===== src/rtl/stuff_framer_pkg.sv =====
package stuff_framer_pkg;
  localparam int unsigned DEF_DATA_W = 8;
  localparam logic [DEF_DATA_W-1:0] DEF_SOF  = 8'h7E;
  localparam logic [DEF_DATA_W-1:0] DEF_EOF  = 8'h7F;
  localparam logic [DEF_DATA_W-1:0] DEF_ESC  = 8'h7D;
  localparam logic [DEF_DATA_W-1:0] DEF_FLIP = 8'h20;

  typedef enum logic [1:0] {
    ST_HEAD = 2'd0,  // waiting to send the start code
    ST_BODY = 2'd1,  // payload, or escape prefix of a reserved byte
    ST_ESC  = 2'd2,  // flipped second half of an escape pair
    ST_TAIL = 2'd3   // end code
  } frm_state_e;
endpackage


===== src/rtl/frm_classify.sv =====
module frm_classify #(
  parameter int unsigned DATA_W = 8,
  parameter logic [DATA_W-1:0] SOF_CODE = 8'h7E,
  parameter logic [DATA_W-1:0] EOF_CODE = 8'h7F,
  parameter logic [DATA_W-1:0] ESC_CODE = 8'h7D
) (
  input  logic [DATA_W-1:0] data,
  output logic              hit
);
  localparam int unsigned NUM_CODES = 3;
  localparam logic [NUM_CODES*DATA_W-1:0] CODE_VEC = {ESC_CODE, EOF_CODE, SOF_CODE};

  logic [NUM_CODES-1:0] match;

  for (genvar gi = 0; gi < NUM_CODES; gi++) begin : g_cmp
    assign match[gi] = (data == CODE_VEC[gi*DATA_W +: DATA_W]);
  end

  assign hit = |match;
endmodule


===== src/rtl/frm_fsm.sv =====
module frm_fsm
  import stuff_framer_pkg::*;
(
  input  logic       clk,
  input  logic       rst_n,
  input  logic       in_valid,
  input  logic       in_last,
  input  logic       hit,
  input  logic       out_ready,
  output frm_state_e state
);
  frm_state_e state_d;

  always_comb begin
    state_d = state;
    unique case (state)
      ST_HEAD: if (in_valid && out_ready) state_d = ST_BODY;
      ST_BODY: begin
        if (in_valid && out_ready) begin
          if (hit)          state_d = ST_ESC;
          else if (in_last) state_d = ST_TAIL;
        end
      end
      ST_ESC:  if (in_valid && out_ready) state_d = in_last ? ST_TAIL : ST_BODY;
      ST_TAIL: if (out_ready) state_d = ST_HEAD;
      default: state_d = ST_HEAD;
    endcase
  end

  always_ff @(posedge clk or negedge rst_n) begin
    if (!rst_n) state <= ST_HEAD;
    else        state <= state_d;
  end
endmodule


===== src/rtl/frm_outmux.sv =====
module frm_outmux
  import stuff_framer_pkg::*;
#(
  parameter int unsigned DATA_W = 8,
  parameter logic [DATA_W-1:0] SOF_CODE  = 8'h7E,
  parameter logic [DATA_W-1:0] EOF_CODE  = 8'h7F,
  parameter logic [DATA_W-1:0] ESC_CODE  = 8'h7D,
  parameter logic [DATA_W-1:0] FLIP_MASK = 8'h20
) (
  input  frm_state_e        state,
  input  logic              in_valid,
  input  logic [DATA_W-1:0] in_data,
  input  logic              hit,
  input  logic              out_ready,
  output logic              in_ready,
  output logic              out_valid,
  output logic [DATA_W-1:0] out_data,
  output logic              out_last
);
  function automatic logic [DATA_W-1:0] flip_byte(input logic [DATA_W-1:0] d);
    return d ^ FLIP_MASK;
  endfunction

  always_comb begin
    out_valid = in_valid;
    out_data  = in_data;
    out_last  = 1'b0;
    in_ready  = 1'b0;
    unique case (state)
      ST_HEAD: out_data = SOF_CODE;
      ST_BODY: begin
        out_data = hit ? ESC_CODE : in_data;
        in_ready = !hit && out_ready;
      end
      ST_ESC: begin
        out_data = flip_byte(in_data);
        in_ready = out_ready;
      end
      ST_TAIL: begin
        out_valid = 1'b1;
        out_data  = EOF_CODE;
        out_last  = 1'b1;
      end
      default: out_valid = 1'b0;
    endcase
  end
endmodule


===== src/rtl/stuff_framer.sv =====
module stuff_framer
  import stuff_framer_pkg::*;
#(
  parameter int unsigned DATA_W = DEF_DATA_W,
  parameter logic [DATA_W-1:0] SOF_CODE  = DEF_SOF,
  parameter logic [DATA_W-1:0] EOF_CODE  = DEF_EOF,
  parameter logic [DATA_W-1:0] ESC_CODE  = DEF_ESC,
  parameter logic [DATA_W-1:0] FLIP_MASK = DEF_FLIP
) (
  input  logic              clk,
  input  logic              rst_n,
  input  logic              s_tvalid,
  output logic              s_tready,
  input  logic [DATA_W-1:0] s_tdata,
  input  logic              s_tlast,
  output logic              m_tvalid,
  input  logic              m_tready,
  output logic [DATA_W-1:0] m_tdata,
  output logic              m_tlast
);
  frm_state_e w_state;
  logic       w_hit;
  logic       w_take;   // input byte accepted
  logic       w_emit;   // output byte delivered

  frm_classify #(
    .DATA_W(DATA_W), .SOF_CODE(SOF_CODE), .EOF_CODE(EOF_CODE), .ESC_CODE(ESC_CODE)
  ) u_classify (
    .data(s_tdata),
    .hit (w_hit)
  );

  frm_fsm u_fsm (
    .clk      (clk),
    .rst_n    (rst_n),
    .in_valid (s_tvalid),
    .in_last  (s_tlast),
    .hit      (w_hit),
    .out_ready(m_tready),
    .state    (w_state)
  );

  frm_outmux #(
    .DATA_W(DATA_W), .SOF_CODE(SOF_CODE), .EOF_CODE(EOF_CODE),
    .ESC_CODE(ESC_CODE), .FLIP_MASK(FLIP_MASK)
  ) u_outmux (
    .state    (w_state),
    .in_valid (s_tvalid),
    .in_data  (s_tdata),
    .hit      (w_hit),
    .out_ready(m_tready),
    .in_ready (s_tready),
    .out_valid(m_tvalid),
    .out_data (m_tdata),
    .out_last (m_tlast)
  );

  assign w_take = s_tvalid && s_tready;
  assign w_emit = m_tvalid && m_tready;
endmodule


===== config.mk =====
export PLATFORM = sky130hd
export DESIGN_NAME = stuff_framer
export DESIGN_NICKNAME = d
export VERILOG_FILES = /design/src/rtl/stuff_framer_pkg.sv /design/src/rtl/frm_classify.sv /design/src/rtl/frm_fsm.sv /design/src/rtl/frm_outmux.sv /design/src/rtl/stuff_framer.sv
export SDC_FILE = /design/constraint.sdc
export NUM_CORES = 1
export LEC_CHECK = 0
export ABC_CLOCK_PERIOD_IN_PS = 2000
export BUFFER_PORTS_ARGS = -buffer_cell sky130_fd_sc_hd__buf_2
export CELL_PAD_IN_SITES_DETAIL_PLACEMENT = 0
export CELL_PAD_IN_SITES_GLOBAL_PLACEMENT = 2
export CORE_ASPECT_RATIO = 0.75
export CORE_MARGIN = 10
export CORE_UTILIZATION = 20
export CTS_BUF_LIST = sky130_fd_sc_hd__clkbuf_4
export DETAILED_ROUTE_END_ITERATION = 7
export PLACE_DENSITY_LB_ADDON = 0.1
export SETUP_SLACK_MARGIN = 0.4
export SLEW_MARGIN = 20
export SYNTH_ARGS = -nofsm -noshare
export SYNTH_HDL_FRONTEND = slang
export SYNTH_SLANG_ARGS = --single-unit

===== constraint.sdc =====
create_clock -name clk -period 2 [get_ports clk]
set_clock_uncertainty 0.1 [all_clocks]
set_input_delay 0.1 -clock clk [delete_from_list [all_inputs] [get_ports clk]]
set_output_delay 0.1 -clock clk [all_outputs]
set_load 0.005 [all_outputs]

Word level (Yosys, flattened, before mapping) --
Index checks and enable logic that the tools add are counted.
Cells by class: add/subtract/negate cells 0, $mul 0, div/mod/pow operators 0, magnitude comparators 0, eq/ne operators 11, shifts and indexed selects 0, mux-type cells 13, bitwise gates (word level) 1, reduce and logical (&&, ||, !) cells 6
Operators with widths (number):
- one-hot mux 8 bit (4 select lines) | 1
- == test 8 x 7 -> 1 bit (second input constant) | 3
- two-way mux 2 bit | 7
- two-way mux 8 bit | 1
- one-hot mux 2 bit (4 select lines) | 1
- inequality test 2 x 1 -> 1 bit (second input constant) | 3
- AND reduction 5 bit | 1
- == test 2 bit (second input constant) | 2
- inequality test 3 x 2 -> 1 bit (second input constant) | 1
- OR reduction 3 bit | 1
- == test 2 x 1 -> 1 bit (second input constant) | 1
- logical AND 1 bit | 2
- logical NOT 2 bit | 1
- two-way mux 1 bit | 2
- inequality test 2 bit (second input constant) | 1
- one-hot mux 1 bit (2 select lines) | 1
- logical NOT 1 bit | 1
- inverter 1 bit | 1
Storage, ports and cells: flip-flop bits (word level) 2, latch bits 0, memory bits (writable) 0, bits in read-only memories 0, input port bits 13, output and inout bits 11, logic and storage cells 32, memories 0

Longest topological paths before layout --
Gate-level depths: netlist of the first run.
depth in word-level cells 5, gate-level depth with buffers 6, gate-level depth less buffers 6

By module --
Synthesis of the first run repeated with hierarchy kept, for this count alone.
Second synthesis, totals: cells, all modules 46, area total of the unflattened synthesis 312.8 um^2
By module, submodules not included:
- frm_outmux | instances 1, cells an instance 31, area an instance 192.7 um^2, seq. area each 0.0 um^2
- frm_fsm | instances 1, cells an instance 12, area an instance 100.1 um^2, seq. area each 50.0 um^2
- frm_classify | instances 1, cells an instance 3, area an instance 20.0 um^2, seq. area each 0.0 um^2

Worst setup path before layout of the first run --
Ideal clock, no wire load.
path kind reg2reg, start register u_fsm.state[1], end register u_fsm.state[0], setup time 0.118 ns, data arrival time 1.585 ns, required time 1.782 ns, path slack 0.196 ns, stages on the path, launching flop included 7, buffers on the path 0, clock period less this slack 1.804 ns, cell sequence dfrtp_1 inv_1 ha_1 or3_1 a21oi_2 a31oi_1 o2bb2a_4
On the way: cells in the longest elaborated chain, start to end 3, elaborated cells between the ends (all ways) 11, classes of those cells eq/ne (8); mux (1); reduce/logical (2)
Ends and longest elaborated chain:
- from (decl) | RTL line frm_fsm.sv:10 | output frm_state_e state
- from (signal assigned) | RTL line frm_fsm.sv:32 | else state <= state_d;
- == test 2 x 1 -> 1 bit (tied with other cells) | RTL line frm_fsm.sv:16 | unique case (state)
- inequality test 3 x 2 -> 1 bit (no source line) (tied with other cells)
- AND reduction 5 bit (no source line)
Several ways; a longest one is shown, not always the timed one. A chain may end at the register's enable or synchronous reset.

Worst setup path after layout of the first run --
start register u_fsm.state[0], end register u_fsm.state[1]
The elaborated chain is that of the path after synthesis.

==> impl_metrics.yaml, run 1 <==
run_status:
  status: "finished, final reports clean"
logic_synthesis:
  synth-edff-count: 0
  syn_inst: 51
  synth_top_area_cell: "ha_1"
  ys.flop_type: "dfrtp_1"
  ys_seq_area_share_pct: 14.2
  synth_top_area_share_pct: 17.7
  async_flop_share_pct: 100
  yosys-top-cells-area: "ha_1 18%, nand2_1 15%, dfrtp_1 14%, o2bb2a_4 5.7%, inv_1 5.3%"
  synth_warnings: 0
  synth.distinct_cells: 22
  syn_area_um2: 353
  synth_common_cells: "14 x nand2_1, 5 x ha_1, 5 x inv_1"
  avgSynthCellArea_um2: 6.92
  yosysMostFrequentCell: "nand2_1"
  ys_ff_latch: 2
  syn_nets: 69
grt:
  grt_overflow: 0
  grt_pass1_wl_mm: 2.21
  antenna_found_initial: 0
  track_usage_pct: 7.41
  grt_max_degree: 7
  first_global_vias: 510
floorplan:
  fp.dieH_um: 56.4
  start_util_pct: 20.7
  dieArea_um2: 3860
  rows: 13
  die_w_um: 68.5
  io_pins: 24
  core_area_um2: 1710
worst_setup_path:
  r2r_start: "u_fsm.state[0]"
  endpoint_kind: "register"
  required_ns: 2.01
  worstPathMaxFanout: 4
  startpoint_type: "register"
  crit_type: "register to register"
  r2r_cells: 6
  arrival_ns: 1.80
  r2r_end: "u_fsm.state[1]"
  r2r_slack_ns: 0.21
route:
  drc_errors: 0
  ant_nets: 0
  finalWirelength_mm: 1.43
  drt_iter0_drc: 13
  dr.pass1.iters: 4
  viasPerCell: 4.35
  routedWlPerCell_um: 13.0
  dr_total_vias: 478
cells_and_area:
  fin_cells: 110
  drive_gt1_share_pct: 68.2
  largestRegisters: "u_fsm.state (2)"
  largest_reg_flops: 2
  diodes: 0
  regMostFlops: "u_fsm.state"
  layout.nets: 107
  syn_to_final_growth_pct: 109
sta:
  rsz0062_at_grt: "yes"
  final.setup.tns_ns: 0
  slew_headroom_pct: 66.6
  drv_slew: 0
  fin_crit_sh_pct: 89.5
  fin_crit_ns: 1.79
  hold_viol: 0
  holdWs_ns: 0.0852
  tightest_slew_ns: 0.493
  fmax_mhz: 559
  setup_viol: 0
clocking:
  htree_num_levels: 1
  clk_pin_slew_worst_paths_ns: 0.04
  cts_buffers: 3
  clock_sink_count: 2
  cts_tree: "built"
  clock_latency_ns: 0.24
  clk_path_buf_depth: 2
  clockRootBuffer: "clkbuf_4"
hold_path:
  hp-class: "input port to asynchronous set/reset pin"
placed_design:
  port_buffers: 23
  gp_congestion: 0.622
  place_inst: 95
  hpwl_mm: 1.05
run:
  cap_violations: 0
power:
  powerDensity_nw_per_um2: 1670
  ir_drop_v: 0.000676
  power.leakage_uw: 0.000378
==> routing by layer <==
metal	share of wire (%)	global-route usage [%]
met2	49	11.3
met4	0.91	2.58
met5	0	0
met3	8.6	4.95
met1	42	7.90
==> repair_timing <==
item | in CTS | in global routing
gates resized for setup | 10 | 18
setup buffers | 5 | 5
pin swaps | 9 | 12
endpoints found under the hold margin | 2 | 0
endpoints found under the setup margin | 12 | 12
hold buffers | 1 | 0
==> cells in the final DEF, fill, tap and decap left out, types with 2 or more instances in the layout <==
cell,instances
dfrtp_2,2
nor2_1,3
buf_6,2
a31oi_1,2
inv_1,3
nand2_2,5
nand2_1,8
inv_4,2
buf_2,23
ha_1,2
clkbuf_4,4
buf_4,8
ha_4,3
==> logic make-up after synthesis <==
| group | synth area share [%] |
|---|---|
| AND/OR/NAND/NOR | 35.5 |
| AO/OA/AOI/OAI | 23.4 |
| buffers and inverters | 6.38 |
| adder cells (fa/ha/maj) | 17.7 |
| flip-flops | 14.2 |
| multiplexers | 2.84 |
==> through the flow <==
step / area [µm²] / worst slack (ns) / power [µW] / util [%]
after floorplan: 379 / 0.269 / 532 / -
after global placement: 518 / 0.185 / 786 / 30.3
after detailed placement: 518 / 0.165 / 770 / 30.3
after CTS: 632 / 0.173 / 1040 / 37.0
after global routing: 738 / 0.131 / 1350 / 43.2
final: 738 / 0.210 / 1230 / 43.2
==> layout make-up <==
cell class              instances  area, µm²
fillers                       184        970
well taps                      22       27.5
multi-input cells              43        397
flip-flops and latches          2       52.6
inverters                       5       23.8
repair buffers                 34        208
clock buffers                   4       30.0
==> worst max path at each step <==
| stage | startpoint | endpoint | cells past startpoint |
|---|---|---|---|
| after global routing | u_fsm.state[0] | u_fsm.state[1] | 6 |
| after CTS | u_fsm.state[1] | u_fsm.state[1] | 6 |
| after detailed placement | u_fsm.state[1] | u_fsm.state[1] | 6 |
| after global placement | u_fsm.state[1] | u_fsm.state[0] | 6 |
| final | u_fsm.state[0] | u_fsm.state[1] | 6 |
| after floorplan | u_fsm.state[1] | u_fsm.state[0] | 6 |
==> worst max-delay path, stage by stage, from the launching register on <==
cell,delay (ns)
dfrtp_2,0.44
inv_4,0.08
ha_4,0.17
or3_4,0.39
a21oi_4,0.17
a31oi_1,0.10
a41o_1,0.22
==> report_power, final <==
group	switching [µW]	leakage, µW	total, µW	internal, µW
combinational	463	0.000337	1010	542
clock	28.6	0.0000184	117	87.9
sequential	43.7	0.0000220	110	66.2
total	535	0.000378	1230	697
Power figures use the tool's default switching activity.
==> inputs of run 2 (changes only) <==
--- a/config.mk
+++ b/config.mk
@@ -7,12 +7,12 @@
 export LEC_CHECK = 0
 export ABC_CLOCK_PERIOD_IN_PS = 2000
 export BUFFER_PORTS_ARGS = -buffer_cell sky130_fd_sc_hd__buf_2
-export CELL_PAD_IN_SITES_DETAIL_PLACEMENT = 0
-export CELL_PAD_IN_SITES_GLOBAL_PLACEMENT = 2
-export CORE_ASPECT_RATIO = 0.75
+export CELL_PAD_IN_SITES_DETAIL_PLACEMENT = 1
+export CELL_PAD_IN_SITES_GLOBAL_PLACEMENT = 1
 export CORE_MARGIN = 10
-export CORE_UTILIZATION = 20
+export CORE_UTILIZATION = 27
 export CTS_BUF_LIST = sky130_fd_sc_hd__clkbuf_4
+export CTS_CLUSTER_DIAMETER = 80
 export DETAILED_ROUTE_END_ITERATION = 7
 export PLACE_DENSITY_LB_ADDON = 0.1
 export SETUP_SLACK_MARGIN = 0.4
==> impl_metrics.yaml, run 2 (synthesized netlist as in run 1, its figures left out) <==
cells_and_area:
  nFillCells: 140
  final_common_cell: "buf_2"
  regMostFlops: "u_fsm.state"
  layout.nets: 112
  largest_reg_flops: 2
  layout_common_cells: "23 x buf_2, 12 x buf_4, 10 x nand2_1, 5 x ha_4"
  syn_to_final_growth_pct: 121
  diodes: 0
  largestRegisters: "u_fsm.state (2)"
  drive_gt1_share_pct: 69.9
worst_setup_path:
  critPathBufInv: 1
  crit_type: "register to register"
  critical_path.startpoint: "u_fsm.state[0]"
  slowest_stage: "dfrtp_2"
  endpoint_kind: "register"
  cpPeakStageDelay_ns: 0.42
  required_ns: 2.00
  arrival_ns: 1.84
  cp.depth: 6
  startpoint_type: "register"
  r2r_end: "u_fsm.state[1]"
  r2r_start: "u_fsm.state[0]"
  r2r_cells: 6
  r2r_slack_ns: 0.16
  worstPathMaxFanout: 4
  cp-endpoint: "u_fsm.state[1]"
  crit_family: "compound AO/OA/AOI/OAI gates"
  path_cells: "inv_4 > ha_4 > or3_4 > a21oi_4 > a31oi_1 > a41o_1"
clocking:
  cts_buffers: 3
  clock_sink_count: 2
  clock_latency_ns: 0.23
  cts_tree: "built"
  clk_path_buf_depth: 2
  clockRootBuffer: "clkbuf_4"
  htree_num_levels: 1
  clk_pin_slew_worst_paths_ns: 0.04
grt:
  grt_overflow: 0
  first_global_vias: 595
  track_usage_pct: 11.3
  grt_pass1_wl_mm: 2.99
  grt_max_degree: 7
  antenna_found_initial: 0
route:
  viasPerCell: 5.33
  dr_total_vias: 570
  drc_errors: 0
  ant_nets: 0
  routedWlPerCell_um: 21.7
  drt_iter0_drc: 9
  finalWirelength_mm: 2.33
  dr.pass1.iters: 4
sta:
  slew_headroom_pct: 62.0
  holdWs_ns: 0.0907
  final.setup.tns_ns: 0
  rsz0062_at_grt: "yes"
  fmax_mhz: 545
  fin_crit_ns: 1.84
  drv_slew: 0
  hold_viol: 0
  tightest_slew_ns: 0.561
  fin_crit_sh_pct: 91.8
  setup_viol: 0
floorplan:
  start_util_pct: 30.1
  rows: 12
  die_w_um: 56.2
  core_area_um2: 1170
  io_pins: 24
  dieArea_um2: 3150
  fp.dieH_um: 56.2
power:
  ir_drop_v: 0.00102
  powerDensity_nw_per_um2: 1830
  power.leakage_uw: 0.000385
placed_design:
  port_buffers: 23
  hpwl_mm: 1.10
  gp_congestion: 0.673
hold_path:
  hp-class: "input port to asynchronous set/reset pin"
run_status:
  status: "finished, final reports clean"
run:
  cap_violations: 0
[run 2: what timing repair did]
item                       4_1_cts  5_1_grt
setup buffers                   10        5
resized for setup               22        7
setup endpoints to repair       11       12
hold buffers                     1        0
cloned                           0        0
hold endpoints to repair         2        0
pin swaps                       16       13
[run 2: cell type report]
| cell class | count | area, µm² | area share [%] |
|---|---|---|---|
| repair buffers | 39 | 249 | 31.9 |
| well taps | 14 | 17.5 | 2.24 |
| clock buffers | 4 | 30.0 | 3.85 |
| flip-flops and latches | 2 | 52.6 | 6.73 |
| multi-input cells | 43 | 408 | 52.2 |
| inverters | 5 | 23.8 | 3.04 |
[run 2: metal layers]
layer	share of wire (%)	track usage [%]	vias to the layer above	wire length [µm]
met4	6.5	7.17	0	150
li1	-	-	257	-
met3	6.5	3.42	12	152
met5	0	0	-	0
met1	36	11.3	271	827
met2	51	19.8	30	1190
[run 2: metrics by stage]
step / worst slack [ns] / cell area, µm² / instances / util [%] / power (µW)
2_1_floorplan: 0.269 / 379 / 51 / - / 532
3_3_place_gp: 0.177 / 508 / 87 / 43.4 / 767
3_5_place_dp: 0.127 / 508 / 87 / 43.4 / 779
4_1_cts: 0.203 / 723 / 102 / 61.8 / 1230
5_1_grt: 0.103 / 781 / 107 / 66.7 / 1540
6_report: 0.164 / 781 / 107 / 66.7 / 1430
[run 2: worst min-delay path by stage]
stage | start | end | slack (ns) | cells after the start
detailed placement | rst_n | u_fsm.state[1] | -0.21 | 1
floorplan | rst_n | u_fsm.state[0] | -0.30 | 0
finish | rst_n | u_fsm.state[0] | 0.09 | 2
global placement | rst_n | u_fsm.state[1] | -0.21 | 1
CTS | rst_n | u_fsm.state[0] | 0.08 | 2
global route | rst_n | u_fsm.state[0] | 0.09 | 2
[run 2: where the power goes]
group          switching (µW)  internal [µW]  leakage (µW)  total [µW]
clock                    28.0           87.9     0.0000184         116
combinational             583            628      0.000345        1210
sequential               38.8           66.2     0.0000220         105
total                     650            782      0.000385        1430
